$ cat src/rtl/dacld_pkg.sv
package dacld_pkg;
  typedef struct packed {
    logic shiftEn;
    logic shiftBit;
    logic commit;
    logic update;
  } dpStrobe_t;
endpackage

$ cat src/rtl/dacld_sync.sv
module dacld_sync #(
  parameter int WIDTH = 5,
  parameter int STAGES = 2,
  parameter logic [WIDTH-1:0] RST_VAL = '0
) (
  input  logic             clk,
  input  logic             rstN,
  input  logic [WIDTH-1:0] asyncIn,
  output logic [WIDTH-1:0] syncOut
);
  logic [WIDTH-1:0] stage [STAGES];

  generate
    for (genvar s = 0; s < STAGES; s++) begin : g_stage
      always_ff @(posedge clk) begin
        if (!rstN) stage[s] <= RST_VAL;
        else if (s == 0) stage[s] <= asyncIn;
        else stage[s] <= stage[(s == 0) ? 0 : s-1];
      end
    end
  endgenerate

  assign syncOut = stage[STAGES-1];
endmodule

$ cat src/rtl/dacld_ctrl.sv
module dacld_ctrl
  import dacld_pkg::*;
#(
  parameter int FRAME_W = 10
) (
  input  logic      clk,
  input  logic      rstN,
  input  logic      twoWire,
  input  logic      sclS,
  input  logic      sdaS,
  input  logic      loadNS,
  input  logic      ldacNS,
  output dpStrobe_t strobe
);
  localparam int CNT_W = $clog2(FRAME_W + 1);

  logic sclP, sdaP, loadP;
  logic inFrame, pendBit, pendValid;
  logic [CNT_W-1:0] bitCnt;

  logic sclRise, sclFall, sclHeld, startDet, stopDet, loadFall;

  assign sclRise  = sclS & ~sclP;
  assign sclFall  = ~sclS & sclP;
  assign sclHeld  = sclS & sclP;
  assign startDet = twoWire & sclHeld & sdaP & ~sdaS;
  assign stopDet  = twoWire & sclHeld & ~sdaP & sdaS;
  assign loadFall = loadP & ~loadNS;

  always_ff @(posedge clk) begin
    if (!rstN) begin
      sclP  <= 1'b0;
      sdaP  <= 1'b1;
      loadP <= 1'b1;
    end else begin
      sclP  <= sclS;
      sdaP  <= sdaS;
      loadP <= loadNS;
    end
  end

  always_ff @(posedge clk) begin
    if (!rstN) begin
      inFrame   <= 1'b0;
      pendBit   <= 1'b0;
      pendValid <= 1'b0;
      bitCnt    <= '0;
    end else if (!twoWire) begin
      inFrame   <= 1'b0;
      pendValid <= 1'b0;
    end else if (startDet) begin
      inFrame   <= 1'b1;
      pendValid <= 1'b0;
      bitCnt    <= '0;
    end else if (stopDet) begin
      inFrame   <= 1'b0;
      pendValid <= 1'b0;
    end else if (inFrame) begin
      if (sclRise) begin
        pendBit   <= sdaS;
        pendValid <= 1'b1;
      end else if (sclFall && pendValid) begin
        pendValid <= 1'b0;
        if (bitCnt != CNT_W'(FRAME_W)) bitCnt <= bitCnt + 1'b1;
      end
    end
  end

  always_comb begin
    strobe.shiftEn  = twoWire ? (inFrame & sclFall & pendValid) : sclRise;
    strobe.shiftBit = twoWire ? pendBit : sdaS;
    strobe.commit   = twoWire ? (stopDet & inFrame & (bitCnt == CNT_W'(FRAME_W)))
                              : loadFall;
    strobe.update   = ~ldacNS;
  end

  // the bit counter saturates at one full frame
  p_count_bound_r6: assert property (@(posedge clk) disable iff (!rstN)
    bitCnt <= CNT_W'(FRAME_W));

  // a start opens a frame with an empty count
  p_start_clears_r5: assert property (@(posedge clk) disable iff (!rstN)
    startDet |=> (inFrame && bitCnt == '0));

  // outside a frame in two-wire mode no shift occurs
  p_idle_no_shift_r7: assert property (@(posedge clk) disable iff (!rstN)
    (twoWire && !inFrame) |-> !strobe.shiftEn);
endmodule

$ cat src/rtl/dacld_datapath.sv
module dacld_datapath
  import dacld_pkg::*;
#(
  parameter int CHANNELS = 4,
  parameter int CODE_W = 8
) (
  input  logic                       clk,
  input  logic                       rstN,
  input  dpStrobe_t                  strobe,
  output logic                       sroOut,
  output logic [CHANNELS*CODE_W-1:0] dacCodes
);
  localparam int ADDR_W  = $clog2(CHANNELS);
  localparam int FRAME_W = ADDR_W + CODE_W;

  logic [FRAME_W-1:0] shiftReg;
  logic [CODE_W-1:0]  inReg  [CHANNELS];
  logic [CODE_W-1:0]  dacReg [CHANNELS];
  logic [ADDR_W-1:0]  addr;
  logic [CODE_W-1:0]  dataField;

  assign addr      = shiftReg[FRAME_W-1 -: ADDR_W];
  assign dataField = shiftReg[CODE_W-1:0];
  assign sroOut    = shiftReg[FRAME_W-1];

  always_ff @(posedge clk) begin
    if (!rstN) shiftReg <= '0;
    else if (strobe.shiftEn) shiftReg <= {shiftReg[FRAME_W-2:0], strobe.shiftBit};
  end

  // shift moves every bit up by one and takes the new bit at the bottom
  p_shift_r2: assert property (@(posedge clk) disable iff (!rstN)
    strobe.shiftEn |=> (shiftReg == {$past(shiftReg[FRAME_W-2:0]), $past(strobe.shiftBit)}));

  generate
    for (genvar k = 0; k < CHANNELS; k++) begin : g_chan
      always_ff @(posedge clk) begin
        if (!rstN) inReg[k] <= '0;
        else if (strobe.commit && addr == ADDR_W'(k)) inReg[k] <= dataField;
      end

      always_ff @(posedge clk) begin
        if (!rstN) dacReg[k] <= '0;
        else if (strobe.update) dacReg[k] <= inReg[k];
      end

      assign dacCodes[k*CODE_W +: CODE_W] = dacReg[k];

      // a commit writes only the addressed channel
      p_commit_hit_r3: assert property (@(posedge clk) disable iff (!rstN)
        (strobe.commit && addr == ADDR_W'(k)) |=> (inReg[k] == $past(dataField)));
      p_commit_miss_r3: assert property (@(posedge clk) disable iff (!rstN)
        (!strobe.commit || addr != ADDR_W'(k)) |=> $stable(inReg[k]));

      // DAC register follows the input register only on update
      p_update_r4: assert property (@(posedge clk) disable iff (!rstN)
        strobe.update |=> (dacReg[k] == $past(inReg[k])));
      p_hold_r4: assert property (@(posedge clk) disable iff (!rstN)
        !strobe.update |=> $stable(dacReg[k]));
    end
  endgenerate
endmodule

$ cat src/rtl/serial_quad_dac_loader.sv
module serial_quad_dac_loader
  import dacld_pkg::*;
#(
  parameter int CHANNELS = 4,
  parameter int CODE_W = 8,
  parameter int SYNC_STAGES = 2
) (
  input  logic                       clk,
  input  logic                       rstN,
  input  logic                       twoWireMode,
  input  logic                       sclIn,
  input  logic                       sdaIn,
  input  logic                       loadNIn,
  input  logic                       ldacNIn,
  output logic                       sroOut,
  output logic [CHANNELS*CODE_W-1:0] dacCodes
);
  localparam int FRAME_W = $clog2(CHANNELS) + CODE_W;

  logic [4:0] rawIn, syncIn;
  dpStrobe_t strobe;

  assign rawIn = {twoWireMode, ldacNIn, loadNIn, sdaIn, sclIn};

  dacld_sync #(.WIDTH(5), .STAGES(SYNC_STAGES), .RST_VAL(5'b01110)) u_sync (
    .clk(clk), .rstN(rstN), .asyncIn(rawIn), .syncOut(syncIn)
  );

  dacld_ctrl #(.FRAME_W(FRAME_W)) u_ctrl (
    .clk(clk), .rstN(rstN),
    .twoWire(syncIn[4]), .sclS(syncIn[0]), .sdaS(syncIn[1]),
    .loadNS(syncIn[2]), .ldacNS(syncIn[3]),
    .strobe(strobe)
  );

  dacld_datapath #(.CHANNELS(CHANNELS), .CODE_W(CODE_W)) u_dp (
    .clk(clk), .rstN(rstN), .strobe(strobe),
    .sroOut(sroOut), .dacCodes(dacCodes)
  );
endmodule

$ cat config.mk
export PLATFORM = sky130hd
export DESIGN_NAME = serial_quad_dac_loader
export DESIGN_NICKNAME = d
export VERILOG_FILES = /design/src/rtl/dacld_pkg.sv /design/src/rtl/dacld_sync.sv /design/src/rtl/dacld_ctrl.sv /design/src/rtl/dacld_datapath.sv /design/src/rtl/serial_quad_dac_loader.sv
export SDC_FILE = /design/constraint.sdc
export NUM_CORES = 1
export LEC_CHECK = 0
export BUFFER_PORTS_ARGS = -buffer_cell sky130_fd_sc_hd__buf_2
export CAP_MARGIN = 10
export CORE_MARGIN = 5
export CORE_UTILIZATION = 35
export CTS_BUF_LIST = sky130_fd_sc_hd__clkbuf_4 sky130_fd_sc_hd__clkbuf_8 sky130_fd_sc_hd__clkbuf_16
export CTS_CLUSTER_DIAMETER = 150
export DETAILED_ROUTE_END_ITERATION = 10
export PLACE_DENSITY = 0.59
export REMOVE_ABC_BUFFERS = 1
export SYNTH_ARGS = -nofsm -noshare
export SYNTH_HDL_FRONTEND = slang
export SYNTH_SLANG_ARGS = --single-unit
$ cat constraint.sdc
create_clock -name clk -period 4.09 [get_ports clk]
set_input_delay 0.409 -clock clk [delete_from_list [all_inputs] [get_ports clk]]
set_output_delay 0.409 -clock clk [all_outputs]
set_load 0.01 [all_outputs]
==> impl_metrics.csv <==
group,metric,value,unit
power,swShare,0.221,
synthesis,synth_cells,264,
sta,grt_setup_unrepaired,"no",
flow_run,drv_cap,0,
place,placed_area,3980,µm²
sta,max_slew.worst_pin.slew,1080,ps
setup_path,cpMaxStageDelayCell,"o21ai_0",
clocking,htree_levels,3,
setup_path,path_class,"flip-flop to flip-flop",
global_route,grt_max_degree,35,
sta,min_period,2650,ps
drt,ant_nets,0,
place,place.gp.congestion,0.713,
drt,wirelength,5.57,mm
clocking,numClockSinks,94,
synthesis,synth_area,3660,µm²
global_route,grt_pass1_vias,1896,
worst_hold_path,holdCritStartpoint,"sdaIn",
floorplanning,io_pins,40,
finish,final_area,4150,µm²
power,p_per_area,400,nW/µm²
power,p_seq_frac,0.636,
setup_path,worstPathArrival,2620,ps
drt,via_per_inst,4.46,
finish,syn2layout_area_growth,13.4,%
setup_path,cp-startpoint,"u_sync.stage[1][4]",
floorplanning,die_area,12600,µm²
finish,layout-drive-gt1-share,0.204,
setup_path,cp_cell_sequence,"nand3_2 -> nor4_4 -> o21ai_0 -> o21ai_0",
finish,mostFrequentLayoutCells,"64 x edfxtp_1, 39 x buf_2, 38 x and2_1",
synthesis,avgSynthCellArea,13.9,µm²
sta,setup_tns,0,ps
place,hpwlAfterDp,3.72,mm
finish,multi_input_area,1060,µm²
sta,max_freq,378,MHz
floorplanning,die_w,112,µm
global_route,antenna_found_initial,0,
setup_path,cp_max_fo,14,
drt,drcViolationCount,0,
synthesis,yosys.cell_types.count,36,
clocking,cts_tree,"yes",
finish,final_cells,445,
sta,clock_skew,10.7,ps
synthesis,seq_area_frac_synth,0.689,
clocking,hold_buffers,0,
place,dp_cells,429,
clocking,root_buffer,"clkbuf_8",
power,intPower,1290,µW
outcome,status,"completed",
power,p_comb_frac,0.042,
place,pre_cts_ws,1410,ps
floorplanning,die_h,112,µm
finish,nets,313,
sta,hold_viol,0,
setup_path,cpPeakStageDelay,870,ps
setup_path,endpoint_kind,"flip-flop",
floorplanning,core-area,10300,µm²
finish,diodes,0,
global_route,grt.overflow.total,0,
clocking,cts_setup_buffers,0,
clocking,numCtsBuffers,9,
power,p_clk_frac,0.322,
power,power.switching,367,µW
setup_path,cp-start-kind,"flip-flop",
power,leakage,0.00168,µW
sta,setup_viol,0,
global_route,grt_pass1_wl,9.42,mm
synthesis,synth_seq_cells,94,
setup_path,crit_path_end,"u_dp.inReg[2][5]",
worst_hold_path,worstHoldPathType,"input pin to flip-flop",
sta,fin_ws,1440,ps
power,ir_drop,132,µV
setup_path,r2r_setup_slack,1440,ps
finish,layout_commonest_cell,"edfxtp_1",
sta,drv_slew,0,
finish,ff_latch_area,2520,µm²
drt,drtPass1Iterations,4,
global_route,track_usage,0.0937,
setup_path,worst_r2r_path_depth,4,
sta,slew_headroom,0.274,
sta,period_share,0.647,
setup_path,crit_required,4060,ps
floorplanning,start_util,0.356,
setup_path,r2r_end,"u_dp.inReg[2][5]",
setup_path,rr_startpoint,"u_sync.stage[1][4]",
synthesis,ys_warn_count,0,
clocking,path_clk_slew,90,ps
place,numPortBuffers,39,
finish,num-fill-cells,991,
setup_path,cpMostUsedCell,"o21ai_0",
clocking,insertion_delay,350,ps
clocking,ctsLongestPathBuffers,2,
drt,wl_per_cell,12.5,µm
drt,detail_route.iter0.violations,56,
drt,dr_total_vias,1983,
floorplanning,num_rows,37,
clocking,postCtsResizedCells,0,
[per-layer routing]
metal  global-route usage  vias to the layer above  share of wire
met3               0.0296                        9          0.055
met4               0.0457                        0          0.017
met1                0.119                      914           0.47
met2                0.145                       36           0.46
met5                    0                        -              0
li1                     -                     1024              -
[state kept, by name, indices dropped and copies added (netlist names), 4 cells and up]
| name | flops |
|---|---|
| u_dp.dacReg | 32 |
| u_dp.shiftReg | 10 |
| u_sync.stage | 10 |
| u_ctrl.bitCnt | 4 |
| u_dp.inReg | 32 |
[worst max-delay path, delay by kind of cell, from the launching register on]
family	cells	cell delay [ps]
DFF	1	650
and+or+nand+nor	2	560
AOI/OAI and AO/OA	2	1060
[cells in the mapped netlist, drive strengths merged]
master	instances	area, µm²
a21bo	2	20.0
a21boi	1	7.51
a21o	2	15.0
a21oi	3	15.0
and2	38	238
and3	33	206
and4b	1	10.0
buf	4	35.0
clkbuf	9	33.8
dfxtp	30	601
edfxtp	64	1920
ha	2	25.0
inv	2	7.51
mux2i	12	120
nand2	7	26.3
nand2b	12	75.1
nand3	3	20.0
nand3b	2	15.0
nand4	2	12.5
nand4b	3	26.3
nor2	3	11.3
nor2b	13	81.3
nor3b	2	15.0
nor4	1	21.3
o211a	1	10.0
o211ai	1	7.51
o21a	1	8.76
o21ai	5	25.0
o21ba	1	16.3
o221ai	1	8.76
o31a	1	8.76
o32ai	1	8.76
or2	1	6.26
[how the worst min path moves through the flow]
| stage | endpoint | slack [ps] | depth (start not counted) |
|---|---|---|---|
| final | u_sync.stage[0][1] | 230 | 2 |
| after global routing | u_sync.stage[0][0] | 240 | 2 |
| after CTS | u_sync.stage[0][1] | 210 | 2 |
| after detailed placement | u_sync.stage[1][1] | 400 | 1 |
| after global placement | u_sync.stage[1][3] | 390 | 1 |
| after floorplan | u_sync.stage[1][1] | 390 | 1 |
[power by group through the flow]
stage	Combinational [µW]	Clock (µW)	Sequential, µW
floorplan	29.8	0	1090
global placement	70.8	0	1080
detailed placement	71.9	0	1080
CTS	72.0	555	1060
global route	77.7	601	1060
finish	70.0	534	1060
[cells by family (layout without fill, tap and decap cells)]
| family | after synthesis | count (layout) | share of synthesized area |
|---|---|---|---|
| AND/OR/NAND/NOR | 121 | 121 | 0.209 |
| flip-flops | 94 | 94 | 0.689 |
| AO/OA/AOI/OAI | 20 | 20 | 0.0414 |
| buffers and inverters | 15 | 60 | 0.0209 |
| multiplexers | 12 | 12 | 0.0328 |
| adder cells (fa/ha/maj) | 2 | 2 | 0.00684 |
[per-stage QoR]
stage | hold slack [ps] | util | power, µW
floorplan | 386 | - | 1120
global placement | 391 | 0.387 | 1150
detailed placement | 396 | 0.387 | 1150
CTS | 212 | 0.404 | 1680
global route | 238 | 0.404 | 1740
finish | 231 | 0.404 | 1660
[cell type report]
cell class | instances | area share
clock inverter | 7 | 0.0112
sequential | 94 | 0.608
inverter | 2 | 0.00181
clock buffer | 9 | 0.0299
timing repair buffer | 42 | 0.0525
tap | 136 | 0.0410
multi-input combinational | 155 | 0.256
Note: power is estimated with default switching activity, not from simulation.
